===== src/rtl/tfp_pkg.sv =====
package tfp_pkg;
  localparam int CNT_W = 5;
  localparam int THR_W = 4;
  localparam int NCH   = 2;

  localparam logic [2:0] CMD_CLR_MAX = 3'b000;
  localparam logic [2:0] CMD_SET_MIN = 3'b101;

  typedef enum logic {TRK_MAX = 1'b0, TRK_MIN = 1'b1} trk_mode_e;
endpackage


===== src/rtl/tfp_cmd_ctrl.sv =====
module tfp_cmd_ctrl
  import tfp_pkg::*;
#(
  parameter int NCH_P = NCH
) (
  input  logic             clk,
  input  logic             rst_n,
  input  logic             cmd_we_i,
  input  logic [2:0]       cmd_i,
  output trk_mode_e        mode_o,
  output logic [NCH_P-1:0] view_o,
  output logic             clr_o,
  output logic             clr_min_o
);
  trk_mode_e        mode_q, mode_d;
  logic [NCH_P-1:0] view_q, view_d;
  logic             is_clr_max, is_set_min;

  assign is_clr_max = cmd_we_i && (cmd_i == CMD_CLR_MAX);
  assign is_set_min = cmd_we_i && (cmd_i == CMD_SET_MIN);

  always_comb begin
    mode_d = mode_q;
    view_d = view_q;
    if (is_clr_max) begin
      mode_d = TRK_MAX;
      view_d = '0;
    end else if (is_set_min) begin
      mode_d = TRK_MIN;
      view_d = '0;
    end else if (cmd_we_i) begin
      for (int i = 0; i < NCH_P; i++) begin
        if (cmd_i == 3'(i + 1)) view_d[i] = 1'b1;
      end
    end
  end

  always_ff @(posedge clk or negedge rst_n) begin
    if (!rst_n) begin
      mode_q <= TRK_MAX;
      view_q <= '0;
    end else begin
      mode_q <= mode_d;
      view_q <= view_d;
    end
  end

  assign mode_o    = mode_q;
  assign view_o    = view_q;
  assign clr_o     = is_clr_max || is_set_min;
  assign clr_min_o = is_set_min;

  assert_clr_max_R3: assert property (@(posedge clk) disable iff (!rst_n)
    (cmd_we_i && cmd_i == 3'b000) |=> (mode_q == TRK_MAX && view_q == '0));
  assert_set_min_R7: assert property (@(posedge clk) disable iff (!rst_n)
    (cmd_we_i && cmd_i == 3'b101) |=> (mode_q == TRK_MIN && view_q == '0));
  assert_hold_a_R4: assert property (@(posedge clk) disable iff (!rst_n)
    (cmd_we_i && cmd_i == 3'b001) |=> view_q[0]);
  assert_rsvd_hold_R9: assert property (@(posedge clk) disable iff (!rst_n)
    (cmd_we_i && (cmd_i inside {3'b011, 3'b100, 3'b110, 3'b111}))
      |=> ($stable(mode_q) && $stable(view_q)));
endmodule


===== src/rtl/tfp_peak_track.sv =====
module tfp_peak_track
  import tfp_pkg::*;
#(
  parameter int CNT_W_P = CNT_W
) (
  input  logic               clk,
  input  logic               rst_n,
  input  logic [CNT_W_P-1:0] cnt_i,
  input  trk_mode_e          mode_i,
  input  logic               clr_i,
  input  logic               clr_min_i,
  input  logic               view_i,
  output logic [CNT_W_P-1:0] live_o,
  output logic [CNT_W_P-1:0] rd_o
);
  logic [CNT_W_P-1:0] cnt_q;
  logic [CNT_W_P-1:0] peak_q, peak_d;
  logic               load_en;

  always_comb begin
    load_en = (mode_i == TRK_MIN) ? (cnt_q < peak_q) : (cnt_q > peak_q);
    peak_d  = peak_q;
    if (clr_i)        peak_d = clr_min_i ? '1 : '0;
    else if (load_en) peak_d = cnt_q;
  end

  always_ff @(posedge clk or negedge rst_n) begin
    if (!rst_n) begin
      cnt_q  <= '0;
      peak_q <= '0;
    end else begin
      cnt_q  <= cnt_i;
      peak_q <= peak_d;
    end
  end

  assign live_o = cnt_q;
  assign rd_o   = view_i ? peak_q : cnt_q;

  assert_max_mono_R6: assert property (@(posedge clk) disable iff (!rst_n)
    (!clr_i && mode_i == TRK_MAX) |=> (peak_q >= $past(peak_q) && peak_q >= $past(cnt_q)));
  assert_min_mono_R8: assert property (@(posedge clk) disable iff (!rst_n)
    (!clr_i && mode_i == TRK_MIN) |=> (peak_q <= $past(peak_q) && peak_q <= $past(cnt_q)));
  assert_clr_val_R3: assert property (@(posedge clk) disable iff (!rst_n)
    (clr_i && !clr_min_i) |=> (peak_q == '0));
  assert_min_val_R7: assert property (@(posedge clk) disable iff (!rst_n)
    (clr_i && clr_min_i) |=> (peak_q == '1));
endmodule


===== src/rtl/tfp_thresh.sv =====
module tfp_thresh
  import tfp_pkg::*;
#(
  parameter int               CNT_W_P  = CNT_W,
  parameter int               THR_W_P  = THR_W,
  parameter int               NCH_P    = NCH,
  parameter logic [THR_W_P-1:0] FAST_RST = 4'b1001,
  parameter logic [THR_W_P-1:0] SLOW_RST = 4'b0101
) (
  input  logic                            clk,
  input  logic                            rst_n,
  input  logic                            thr_we_i,
  input  logic [THR_W_P-1:0]              fast_d_i,
  input  logic [THR_W_P-1:0]              slow_d_i,
  input  logic                            slow_sel_i,
  input  logic [NCH_P-1:0][CNT_W_P-1:0]   live_i,
  output logic [NCH_P-1:0]                fault_o
);
  logic [THR_W_P-1:0] fast_q, fast_d, slow_q, slow_d;
  logic [CNT_W_P-1:0] thr_act;

  always_comb begin
    fast_d = fast_q;
    slow_d = slow_q;
    if (thr_we_i) begin
      fast_d = fast_d_i;
      slow_d = slow_d_i;
    end
  end

  always_ff @(posedge clk or negedge rst_n) begin
    if (!rst_n) begin
      fast_q <= FAST_RST;
      slow_q <= SLOW_RST;
    end else begin
      fast_q <= fast_d;
      slow_q <= slow_d;
    end
  end

  assign thr_act = CNT_W_P'(slow_sel_i ? slow_q : fast_q);

  for (genvar c = 0; c < NCH_P; c++) begin : g_cmp
    assign fault_o[c] = live_i[c] > thr_act;
  end

  assert_thr_load_R12: assert property (@(posedge clk) disable iff (!rst_n)
    thr_we_i |=> (fast_q == $past(fast_d_i) && slow_q == $past(slow_d_i)));
  assert_thr_keep_R12: assert property (@(posedge clk) disable iff (!rst_n)
    !thr_we_i |=> ($stable(fast_q) && $stable(slow_q)));
endmodule


===== src/rtl/tf_peak_capture.sv =====
module tf_peak_capture
  import tfp_pkg::*;
#(
  parameter int CNT_W_P = CNT_W,
  parameter int THR_W_P = THR_W
) (
  input  logic               clk,
  input  logic               rst_n,
  input  logic [CNT_W_P-1:0] cnt_a_i,
  input  logic [CNT_W_P-1:0] cnt_b_i,
  input  logic               cmd_we_i,
  input  logic [2:0]         cmd_i,
  input  logic               thr_we_i,
  input  logic [THR_W_P-1:0] thr_fast_i,
  input  logic [THR_W_P-1:0] thr_slow_i,
  input  logic               slow_edge_i,
  output logic [CNT_W_P-1:0] rd_a_o,
  output logic [CNT_W_P-1:0] rd_b_o,
  output logic               fault_a_o,
  output logic               fault_b_o
);
  localparam int NC = NCH;

  trk_mode_e                  mode;
  logic [NC-1:0]              view;
  logic                       clr, clr_min;
  logic [NC-1:0][CNT_W_P-1:0] cnt_in, live, rd;
  logic [NC-1:0]              fault;

  assign cnt_in[0] = cnt_a_i;
  assign cnt_in[1] = cnt_b_i;

  tfp_cmd_ctrl #(.NCH_P(NC)) u_ctrl (
    .clk       (clk),
    .rst_n     (rst_n),
    .cmd_we_i  (cmd_we_i),
    .cmd_i     (cmd_i),
    .mode_o    (mode),
    .view_o    (view),
    .clr_o     (clr),
    .clr_min_o (clr_min)
  );

  for (genvar c = 0; c < NC; c++) begin : g_ch
    tfp_peak_track #(.CNT_W_P(CNT_W_P)) u_trk (
      .clk       (clk),
      .rst_n     (rst_n),
      .cnt_i     (cnt_in[c]),
      .mode_i    (mode),
      .clr_i     (clr),
      .clr_min_i (clr_min),
      .view_i    (view[c]),
      .live_o    (live[c]),
      .rd_o      (rd[c])
    );
  end

  tfp_thresh #(.CNT_W_P(CNT_W_P), .THR_W_P(THR_W_P), .NCH_P(NC)) u_thr (
    .clk        (clk),
    .rst_n      (rst_n),
    .thr_we_i   (thr_we_i),
    .fast_d_i   (thr_fast_i),
    .slow_d_i   (thr_slow_i),
    .slow_sel_i (slow_edge_i),
    .live_i     (live),
    .fault_o    (fault)
  );

  assign rd_a_o    = rd[0];
  assign rd_b_o    = rd[1];
  assign fault_a_o = fault[0];
  assign fault_b_o = fault[1];
endmodule


===== config.mk =====
export PLATFORM = sky130hd
export DESIGN_NAME = tf_peak_capture
export DESIGN_NICKNAME = d
export VERILOG_FILES = /design/src/rtl/tfp_pkg.sv /design/src/rtl/tfp_cmd_ctrl.sv /design/src/rtl/tfp_peak_track.sv /design/src/rtl/tfp_thresh.sv /design/src/rtl/tf_peak_capture.sv
export SDC_FILE = /design/constraint.sdc
export NUM_CORES = 1
export LEC_CHECK = 0
export BUFFER_PORTS_ARGS = -buffer_cell sky130_fd_sc_hd__buf_2
export CAP_MARGIN = 30
export CORE_MARGIN = 1
export CORE_UTILIZATION = 30
export CTS_BUF_LIST = sky130_fd_sc_hd__clkbuf_8
export CTS_CLUSTER_SIZE = 10
export DETAILED_ROUTE_END_ITERATION = 6
export PLACE_DENSITY = 0.47
export SLEW_MARGIN = 25
export SYNTH_ARGS = -nofsm -noshare
export SYNTH_HDL_FRONTEND = slang
export SYNTH_SLANG_ARGS = --single-unit

===== constraint.sdc =====
create_clock -name clk -period 4.3 [get_ports clk]
set_input_delay 1.29 -clock clk [delete_from_list [all_inputs] [get_ports clk]]
set_output_delay 1.29 -clock clk [all_outputs]
set_load 0.01 [all_outputs]

Word-level counts from Yosys, hierarchy flattened
Cells that the tools add are included.

word-level totals
  bits in registers = 31
  input port bits = 26
  output and inout bits = 12
  word-level logic and storage cells = 47

cells by class
  magnitude comparators = 6
  eq/ne operators = 3
  mux-type cells = 17
  reductions and logical operators = 12

operator list
  operator              count
  $mux W5               7
  $gt A5 B5 Y1          4
  $lt A5 B5 Y1          2
  $reduce_bool A3 Y1    3
  $mux W1               6
  $mux W2               3
  $reduce_bool A2 Y1    3
  $mux W4               1
  $reduce_and A2 Y1     2
  $eq A3 B1 Y1 const B  1
  $eq A3 B2 Y1 const B  1
  $eq A3 B3 Y1 const B  1
  $logic_not A3 Y1      1
  $logic_and A1 B1 Y1   2
  $logic_or A1 B1 Y1    1

Depth between registers and ports, before layout
Gate-level depths: netlist of run 1.

  depth in word-level cells = 5
  depth in mapped cells = 7
  mapped depth without buffers = 7

By module
Synthesis of run 1 repeated with hierarchy kept, for this count alone.

second synthesis, totals
  cells, all modules = 175
  area total of the unflattened synthesis = 1824.2 um^2

by module, submodules not included
  module          times used  cells each  area each (um^2)
  tfp_peak_track  2           56          545.5
  tfp_thresh      1           45          565.5
  tfp_cmd_ctrl    1           18          167.7

Least setup slack after synthesis of run 1
No wires, ideal clock.

  path type = input-to-output
  start = in slow_edge_i
  end = out fault_b_o
  data arrival time = 2.306 ns
  path slack = 0.704 ns
  cell stages on the path = 7
  path through = mux2i_1 ha_1 nor2b_1 o21ai_0 nand2b_1 a21oi_1 o21bai_1

between the ends
  cells in the longest elaborated chain, start to end = 2

ends and longest elaborated chain
  element          line                   text
  start, declared  tf_peak_capture.sv:16  input logic slow_edge_i,
  $mux W4          tfp_thresh.sv:41       assign thr_act = CNT_W_P'(slow_sel_i ? slow_q : fast_q);
  $gt A5 B5 Y1     tfp_thresh.sv:44       assign fault_o[c] = live_i[c] > thr_act;
  end, declared    tf_peak_capture.sv:20  output logic fault_b_o

Every way passes these cells.

Worst setup path after layout of run 1
  start = in slow_edge_i
  end = out fault_a_o

between the ends
  cells in the longest elaborated chain, start to end = 2

ends and longest elaborated chain
  element        line                   text
  $mux W4        tfp_thresh.sv:41
  $gt A5 B5 Y1   tfp_thresh.sv:44
  end, declared  tf_peak_capture.sv:19  output logic fault_a_o,

Every way passes these cells.

==> results.md, run 1 <==
* Status: finished, final reports clean
* CP required at 3010 ps
* CP Class: in -> out
* Leak pwr at 1.044 nW
* Clock transition at the registers of the reported paths at 70 ps
* Sw power at 352.6 uW
* Num rows at 27
* Die ar. at 6187 um^2
* Max-Cap Viols at 0
* Power density over cell area at 486.2 nW/um^2
* Gr ovfl total at 0
* 1st-iter DRT viols at 18
* Logic pwr share at 0.387
* Syn Area/Cell at 11.30 um^2
* Root Buffer: clkbuf_8
* VDD IR max at 0.1820 mV
* #FFs+latches synth at 31
* Post-CTS Resized at 0
* Slew @ Worst Pin at 690.5 ps
* Post-Syn Nets at 200
* Post-layout util at 0.3776
* Layout cell share with drive strength beyond 1 at 0.3673
* CTS tree: yes
* H-tree Lvls at 2
* CTS Hold Buffers Added at 0
* Dpl ws at 318.7 ps
* FILL cells at 582
* Synth top area share at 0.3833
* Nets at 239
* Cell variety after synth at 25
* Endpoints failing setup at 0
* Synth Warn # at 0
* Max-slew headroom at 0.5397
* Clk Latency, worst-skew pair at 280 ps
* Die Width at 78.66 um
* RSZ-0062 raised after global routing: false
* Clock power frac at 0.217
* Total Power at 1.023 mW
* Initial DRT Pass Iterations at 3
* Clk sinks at 31
* Met2 wire length at 1744 um
* Via Count at 1,255
* Worst Skew at 4.966 ps
* Hold path depth at 1
* Largest net degree at the start of global routing at 32
* Max layer used: met4
* Via/cell ratio at 4.683
* R2R setup slack at 2140 ps
* Total track usage at 0.1307
* Type of origin of the critical path: input port
* Critical Path AT at 2690 ps
* Mapped Area at 1763 um^2
* Power Internal at 670.6 uW
* Switch share at 0.3446
* Post-CTS Setup Bufs at 0
* Initial Util at 0.3163
* Final hold violations at 0
* Die Span Y at 78.66 um
* First-pass GRT wire length at 6168 um
* Initial antenna violation count at 0
* Inst Count DP at 260
* DR WL/cell at 13.50 um
* Setup crit end kind: primary output
* Post-synthesis cell count at 156
* Drt total wl at 3619 um
* Placeable Area at 5574 um^2
* Final worst slack at 319.5 ps
* Setup TNS at 0 ps
* Top post-synthesis cells by area: dfrtp_1 38%, ha_1 13%, mux2_2 11%
* Max Freq at 251.2 MHz
* Fin. max-slew vios at 0
* Worst Reg-to-Reg Cells at 6
* Residual DRC at 0
* Vias in the first global route at 1,363
* I/O Pins at 38
* Min cycle time layout at 3981 ps
* CTS Buf Count at 5
* Post-synthesis sequential area ratio at 0.4429
* Synth area leader: dfrtp_1
* Met1 WL at 1624 um
* Max FO, Critical Path at 4
* Detailed Place HPWL at 2804 um
* Sequential share of power at 0.396
* CTS Buffer Depth at 2
* Final cell count without fillers at 268
* Detail Route Antenna Nets at 0
* WL met3 at 197 um
* Final period utilization at 0.9257
* N_diodes at 0
* Buffers on Ports at 37
* Min-Delay Path Class: reg -> reg
* Synth-to-Final Area Change at 19.38%
* GP Congestion at 0.8268
-- sequential cells by signal, summed over array words and instances (netlist names) --
name,count
g_ch.u_trk.live_o,10
g_ch.u_trk.peak_q,10
u_thr.fast_q,4
u_thr.slow_q,4
u_ctrl.view_o,2
u_ctrl.mode_o,1
-- power by group through the flow --
stage,Sequential [mW],Combinational (mW),Clock (mW)
detailed placement,0.411,0.400,0
finish,0.405,0.396,0.222
global route,0.413,0.444,0.243
floorplan,0.392,0.311,0
global placement,0.408,0.391,0
CTS,0.406,0.404,0.233
-- metrics by stage --
step | area [um^2] | hold slack [ps]
6_report | 2105 | 507.6
5_1_grt | 2105 | 518.4
4_1_cts | 2105 | 513.4
3_5_place_dp | 2019 | 496.8
3_3_place_gp | 2019 | 493.9
2_1_floorplan | 1763 | 480.0
-- routing by layer --
metal	up-vias	global-route usage
met5	-	0
met4	0	0.05000
met3	8	0.04186
met2	29	0.2217
met1	593	0.1522
li1	625	-
-- worst paths after layout --
| check | from | to |
|---|---|---|
| max in group asynchronous | rst_n | g_ch[0].u_trk.peak_q[4] |
| setup / recovery | slow_edge_i | fault_a_o |
| hold / removal | u_thr.slow_q[3] | u_thr.slow_q[3] |
| hold reg to reg | u_thr.slow_q[3] | u_thr.slow_q[3] |
| min in group asynchronous | rst_n | u_ctrl.view_o[1] |
| setup reg to reg | g_ch[1].u_trk.live_o[4] | g_ch[1].u_trk.peak_q[0] |
-- Yosys cell counts --
| cell type | instances |
|---|---|
| ha_1 | 18 |
| o21bai_1 | 2 |
| mux2_2 | 17 |
| a211oi_2 | 2 |
| dfstp_2 | 4 |
| inv_1 | 13 |
| a21oi_1 | 6 |
| nand3_1 | 1 |
| mux2i_2 | 2 |
| mux2i_1 | 11 |
| mux2_4 | 2 |
| nand2b_1 | 3 |
| clkbuf_1 | 5 |
| a21boi_0 | 8 |
| nor2_1 | 3 |
| nand4_1 | 2 |
| o21ai_0 | 6 |
| nand2_1 | 13 |
| and4_1 | 2 |
| xnor2_1 | 1 |
| nor2b_1 | 3 |
| nand2_2 | 1 |
| o22ai_1 | 2 |
| o21ai_1 | 2 |
| dfrtp_1 | 27 |
-- critical path, cell delays in order --
cell,delay (ps)
buf_2,140
mux2i_1,270
ha_1,280
nor2b_1,130
o21ai_0,140
nand2b_1,70
a21oi_1,150
o21bai_1,90
buf_2,140
-- placed cells by master (no fill, tap or decap), types with 3 or more instances in the layout --
master and instances:
nor2_1 3, o21ai_0 6, nand2b_1 3, mux2i_1 11, ha_1 18, inv_1 14
nor2b_1 3, a21oi_1 6, buf_2 37, a21boi_0 8, nand2_1 13, clkbuf_8 5
mux2_2 17, dfrtp_1 27, dfstp_2 4
-- cell type report --
| class | instances | area (um^2) | share of cell area |
|---|---|---|---|
| clock inverter | 3 | 16.27 | 0.007729 |
| multi-input combinational | 107 | 914.6 | 0.4346 |
| sequential | 31 | 780.7 | 0.3710 |
| inverter | 13 | 48.80 | 0.02319 |
| tap | 72 | 90.09 | 0.04281 |
| clock buffer | 5 | 68.82 | 0.03270 |
| timing repair buffer | 37 | 185.2 | 0.08799 |
-- logic make-up (layout without fill, tap and decap cells) --
kind of cell	after synthesis	after routing	synth area share
DFF	31	31	0.4429
xor gates and xnor gates	1	1	0.004969
and+or+nand+nor	28	28	0.07878
muxes	32	32	0.2037
buffers and inverters	18	58	0.03833
adders and majority gates	18	18	0.1278
AOI/OAI and AO/OA	28	28	0.1036
No activity file was read; power rests on OpenSTA's default activity.
==> run 2: changes to the inputs <==
Settings changed: RECOVER_POWER set to 25.
==> run 2 against run 1 <==
Hold slack hardly changed. The run now ends with max-capacitance violations, max-slew violations left. Critical path depth stayed put. Clock power is essentially flat. Highest routed layer unchanged. Global-route usage is the same. Utilization about the same. Maximum frequency did not move. Flip-flop and latch count is the same. First-iteration DRC count stayed put. Largest power group unchanged. Clock skew about the same. Total power is essentially flat.
==> results.md, run 2 (synthesis results as in run 1) <==
* Status: finished, violations left
* Failing checks: max-capacitance violations, max-slew violations
* Num rows at 27
* First-pass GRT wire length at 6168 um
* Leak pwr at 1.039 nW
* Met3 Use GR at 0.04186
* Crit-path cells: buf_2, mux2i_1, ha_1, nor2b_1, o21ai_0, nand2b_1, a21oi_1, o21bai_1, buf_2
* Die Span Y at 78.66 um
* Gr ovfl total at 0
* Switch share at 0.3447
* Setup TNS at 0 ps
* Residual DRC at 0
* Final hold violations at 0
* Commonest non-fill, non-tap cells in the layout: 35 x buf_2, 27 x dfrtp_1, 18 x ha_1
* Detailed Place HPWL at 2804 um
* Vias in the first global route at 1,363
* Via Count at 1,255
* 1st-iter DRT viols at 18
* Type of origin of the critical path: input port
* Max FO, Critical Path at 4
* Total track usage at 0.1307
* Slowest-stage cell, CP: ha_1
* Clock power frac at 0.217
* Nets at 239
* Inst Count DP at 260
* DR WL/cell at 13.49 um
* Largest net degree at the start of global routing at 32
* Met1 usage at 0.1522
* Fin. max-slew vios at 32
* N_diodes at 0
* Setup crit end kind: primary output
* CTS Buffer Depth at 2
* Top Usage Layer GRT: met2
* Placeable Area at 5574 um^2
* I/O Pins at 38
* Max-slew headroom at -0.09631
* CP most frequent cell: buf_2
* CP Buf/Inv Count at 2
* Clk sinks at 31
* Worst Skew at 4.968 ps
* Min-Delay Path Class: reg -> reg
* Max-Cap Viols at 1
* Die ar. at 6187 um^2
* Slew @ Worst Pin at 1644 ps
* Post-CTS Resized at 0
* CTS Buf Count at 5
* Initial Util at 0.3163
* Power Internal at 670.2 uW
* Max Freq at 251.2 MHz
* Min cycle time layout at 3981 ps
* Logic pwr share at 0.387
* Die Width at 78.66 um
* Buffers on Ports at 37
* Worst path top cell family by delay: compound AO/OA/AOI/OAI gates
* Slowest stage delay, CP at 280 ps
* Synth-to-Final Area Change at 19.23%
* Final cell count without fillers at 268
* Power density over cell area at 486.6 nW/um^2
* FILL cells at 581
* Met2 Resource Use GR at 0.2217
* RSZ-0062 raised after global routing: false
* Clk Latency, worst-skew pair at 280 ps
* H-tree Lvls at 2
* Initial DRT Pass Iterations at 3
* Critical Path AT at 2690 ps
* GP Congestion at 0.8268
* CP Class: in -> out
* CP required at 3010 ps
* Most common cell after layout, fill and taps aside: buf_2
* Detail Route Antenna Nets at 0
* CTS Hold Buffers Added at 0
* Root Buffer: clkbuf_8
* Final period utilization at 0.9257
* Sw power at 352.6 uW
* CTS tree: yes
* Drt total wl at 3615 um
* Endpoints failing setup at 0
* VDD IR max at 0.1820 mV
* Via/cell ratio at 4.683
* Post-CTS Setup Bufs at 0
* Layout cell share with drive strength beyond 1 at 0.3571
* Sequential share of power at 0.396
* Initial antenna violation count at 0
* Clock transition at the registers of the reported paths at 70 ps
run 2: power by group through the flow:
stage | clock [mW] | sequential [mW] | combinational, mW
6_report | 0.222 | 0.405 | 0.396
5_1_grt | 0.243 | 0.413 | 0.444
4_1_cts | 0.233 | 0.406 | 0.404
3_5_place_dp | 0 | 0.411 | 0.400
3_3_place_gp | 0 | 0.408 | 0.391
2_1_floorplan | 0 | 0.392 | 0.311
run 2: path summary, 6_finish.rpt:
| kind | startpoint | endpoint | slack [ps] | cells past startpoint |
|---|---|---|---|---|
| setup reg to reg | g_ch[1].u_trk.live_o[4] | g_ch[1].u_trk.peak_q[0] | 2140 | 6 |
| max in group asynchronous | rst_n | g_ch[0].u_trk.peak_q[4] | 1930 | 1 |
| hold reg to reg | u_thr.slow_q[3] | u_thr.slow_q[3] | 510 | 1 |
| min in group asynchronous | rst_n | u_ctrl.view_o[1] | 1420 | 1 |
| hold / removal | u_thr.slow_q[3] | u_thr.slow_q[3] | 510 | 1 |
| setup / recovery | slow_edge_i | fault_a_o | 320 | 9 |
run 2: metrics by stage:
stage | util | area [um^2] | power, mW | setup WS, ps | hold slack (ps)
2_1_floorplan | - | 1763 | 0.7024 | 704.2 | 480.0
3_3_place_gp | 0.3623 | 2019 | 0.7991 | 336.7 | 493.9
3_5_place_dp | 0.3623 | 2019 | 0.8103 | 318.7 | 496.8
4_1_cts | 0.3776 | 2105 | 1.043 | 296.8 | 513.4
5_1_grt | 0.3771 | 2102 | 1.100 | 170.9 | 518.4
6_report | 0.3771 | 2102 | 1.023 | 319.5 | 507.6
run 2: layer usage:
layer | vias to the layer above | wire length (um)
met1 | 593 | 1624
met5 | - | 0
li1 | 625 | -
met4 | 0 | 53
met3 | 8 | 195
met2 | 29 | 1742
run 2: cell type report:
cell class	count	area, um^2	share of cell area
sequential	31	780.7	0.3714
clock inverter	3	16.27	0.007738
tap	72	90.09	0.04286
multi-input combinational	107	914.6	0.4351
inverter	13	48.80	0.02321
clock buffer	5	68.82	0.03274
timing repair buffer	37	182.7	0.08690
==> run 3: changes to the inputs <==
Settings changed: CORE_UTILIZATION 30 to 40, PLACE_DENSITY 0.47 to 0.6.
==> run 3 against run 2 <==
The run still ends with max-capacitance violations, max-slew violations left. Total power is 0.30% lower. Sequential power barely moved. Register-to-register slack got worse by 20 ps. Critical path depth did not move. Sequential share of layout area is 0.47 points higher. Final area down 1.3%. Largest cell class unchanged.
==> results.md, run 3 (synthesis results as in run 1) <==
* Clk sinks at 31
* CTS Hold Buffers Added at 0
* Via/cell ratio at 5.138
* Setup TNS at 0 ps
* Post-layout util at 0.5044
* Initial Util at 0.4284
* Root Buffer: clkbuf_8
* Endpoints failing setup at 0
* Residual DRC at 0
* Power Internal at 671.8 uW
* Die Span Y at 68.39 um
* Min-Delay Path Class: reg -> reg
* Initial DRT Pass Iterations at 4
* Layout cell share with drive strength beyond 1 at 0.3622
* Post-CTS Setup Bufs at 0
* Leak pwr at 1.042 nW
* Max Freq at 251.5 MHz
* CP required at 3010 ps
* First-pass GRT wire length at 5899 um
* Most common cell after layout, fill and taps aside: buf_2
* Switch share at 0.3412
* Vias in the first global route at 1,313
* Commonest non-fill, non-tap cells in the layout: 36 x buf_2, 27 x dfrtp_1, 18 x ha_1
* Inst Count DP at 238
* Max-slew headroom at -0.1045
* Critical Path AT at 2690 ps
* Min cycle time layout at 3976 ps
* Setup crit end: fault_b_o
* H-tree Lvls at 2
* Die ar. at 4677 um^2
* I/O Pins at 38
* Slew @ Worst Pin at 1657 ps
* Setup crit end kind: primary output
* 1st-iter DRT viols at 59
* Via Count at 1,264
* CP Depth at 9
* Largest net degree at the start of global routing at 32
* Max-Cap Viols at 1
* Num rows at 23
* CP Buf/Inv Count at 2
* Worst path top cell family by delay: compound AO/OA/AOI/OAI gates
* CTS tree: yes
* Worst Skew at 7.497 ps
* Final cell count without fillers at 246
* Drt total wl at 3549 um
* R2R setup slack at 2120 ps
* Detail Route Antenna Nets at 0
* Slowest-stage cell, CP: ha_1
* FILL cells at 381
* Nets at 239
* Buffers on Ports at 37
* Initial antenna violation count at 0
* Slowest stage delay, CP at 270 ps
* Total track usage at 0.1782
* Dpl ws at 305.0 ps
* RSZ-0062 raised after global routing: false
* DR WL/cell at 14.43 um
* GP Congestion at 0.7909
* Sw power at 347.9 uW
* Logic pwr share at 0.390
* Worst Reg-to-Reg Cells at 6
* Placeable Area at 4115 um^2
* Clk Latency, worst-skew pair at 280 ps
* Reg2reg start: g_ch[1].u_trk.live_o[4]
* Die Width at 68.39 um
* N_diodes at 0
* Power density over cell area at 491.3 nW/um^2
* Clock power frac at 0.211
* Final period utilization at 0.9246
* Reg2reg end: g_ch[1].u_trk.peak_q[0]
* Failing checks: max-capacitance violations, max-slew violations
* Final hold violations at 0
* Type of origin of the critical path: input port
* Final worst slack at 324.0 ps
* Sequential share of power at 0.399
* Clock transition at the registers of the reported paths at 60 ps
* CP most frequent cell: buf_2
* CP Class: in -> out
* VDD IR max at 0.2059 mV
* Fin. max-slew vios at 32
* Post-CTS Resized at 0
* Detailed Place HPWL at 2684 um
* Synth-to-Final Area Change at 17.74%
* Status: finished, violations left
* Minimum hold slack at 508.5 ps
* Gr ovfl total at 0
* Crit-path cells: buf_2, mux2i_1, ha_1, nor2b_1, o21ai_0, nand2b_1, a21oi_1, o21bai_1, buf_2
* CTS Buffer Depth at 2
* Crit path from: slow_edge_i
* CTS Buf Count at 5
* Max FO, Critical Path at 4
## run 3: worst min path at each step
stage | start | endpoint | slack [ps] | cells past startpoint
2_1_floorplan | u_thr.fast_q[1] | u_thr.fast_q[1] | 480 | 1
4_1_cts | u_thr.fast_q[2] | u_thr.fast_q[2] | 510 | 1
6_report | u_thr.fast_q[2] | u_thr.fast_q[2] | 510 | 1
3_3_place_gp | u_thr.fast_q[2] | u_thr.fast_q[2] | 490 | 1
5_1_grt | u_thr.slow_q[1] | u_thr.slow_q[1] | 550 | 1
3_5_place_dp | u_thr.fast_q[2] | u_thr.fast_q[2] | 500 | 1
## run 3: cell type report
class	count	area, um^2	area share
inverter	13	48.80	0.02351
clock inverter	3	16.27	0.007836
multi-input combinational	107	914.6	0.4406
clock buffer	5	68.82	0.03315
sequential	31	780.7	0.3761
timing repair buffer	37	183.9	0.08861
tap	50	62.56	0.03014
## run 3: through the flow
step                      total power [mW]  instance area [um^2]
after floorplan                     0.7024                  1763
after global placement              0.7913                  1992
after detailed placement            0.8095                  1992
after CTS                            1.033                  2077
after global routing                 1.103                  2076
final                                1.020                  2076
## run 3: worst reg2reg max path: cells and delay by family, from the launching register on
family | cells | cell delay, ps
muxes | 2 | 840
DFF | 1 | 420
AOI/OAI and AO/OA | 2 | 350
adders and majority gates | 1 | 330
and+or+nand+nor | 1 | 130
## run 3: power by group through the flow
stage / Combinational (mW) / Clock [mW] / Sequential (mW)
finish: 0.398 / 0.215 / 0.407
global route: 0.450 / 0.238 / 0.415
CTS: 0.403 / 0.224 / 0.406
detailed placement: 0.398 / 0 / 0.411
global placement: 0.384 / 0 / 0.407
floorplan: 0.311 / 0 / 0.392
## run 3: per-layer routing
metal  track usage  share of wire
met5             0              0
met4       0.04688         0.0051
met3       0.05833          0.046
met2        0.3076           0.50
met1        0.2106           0.44
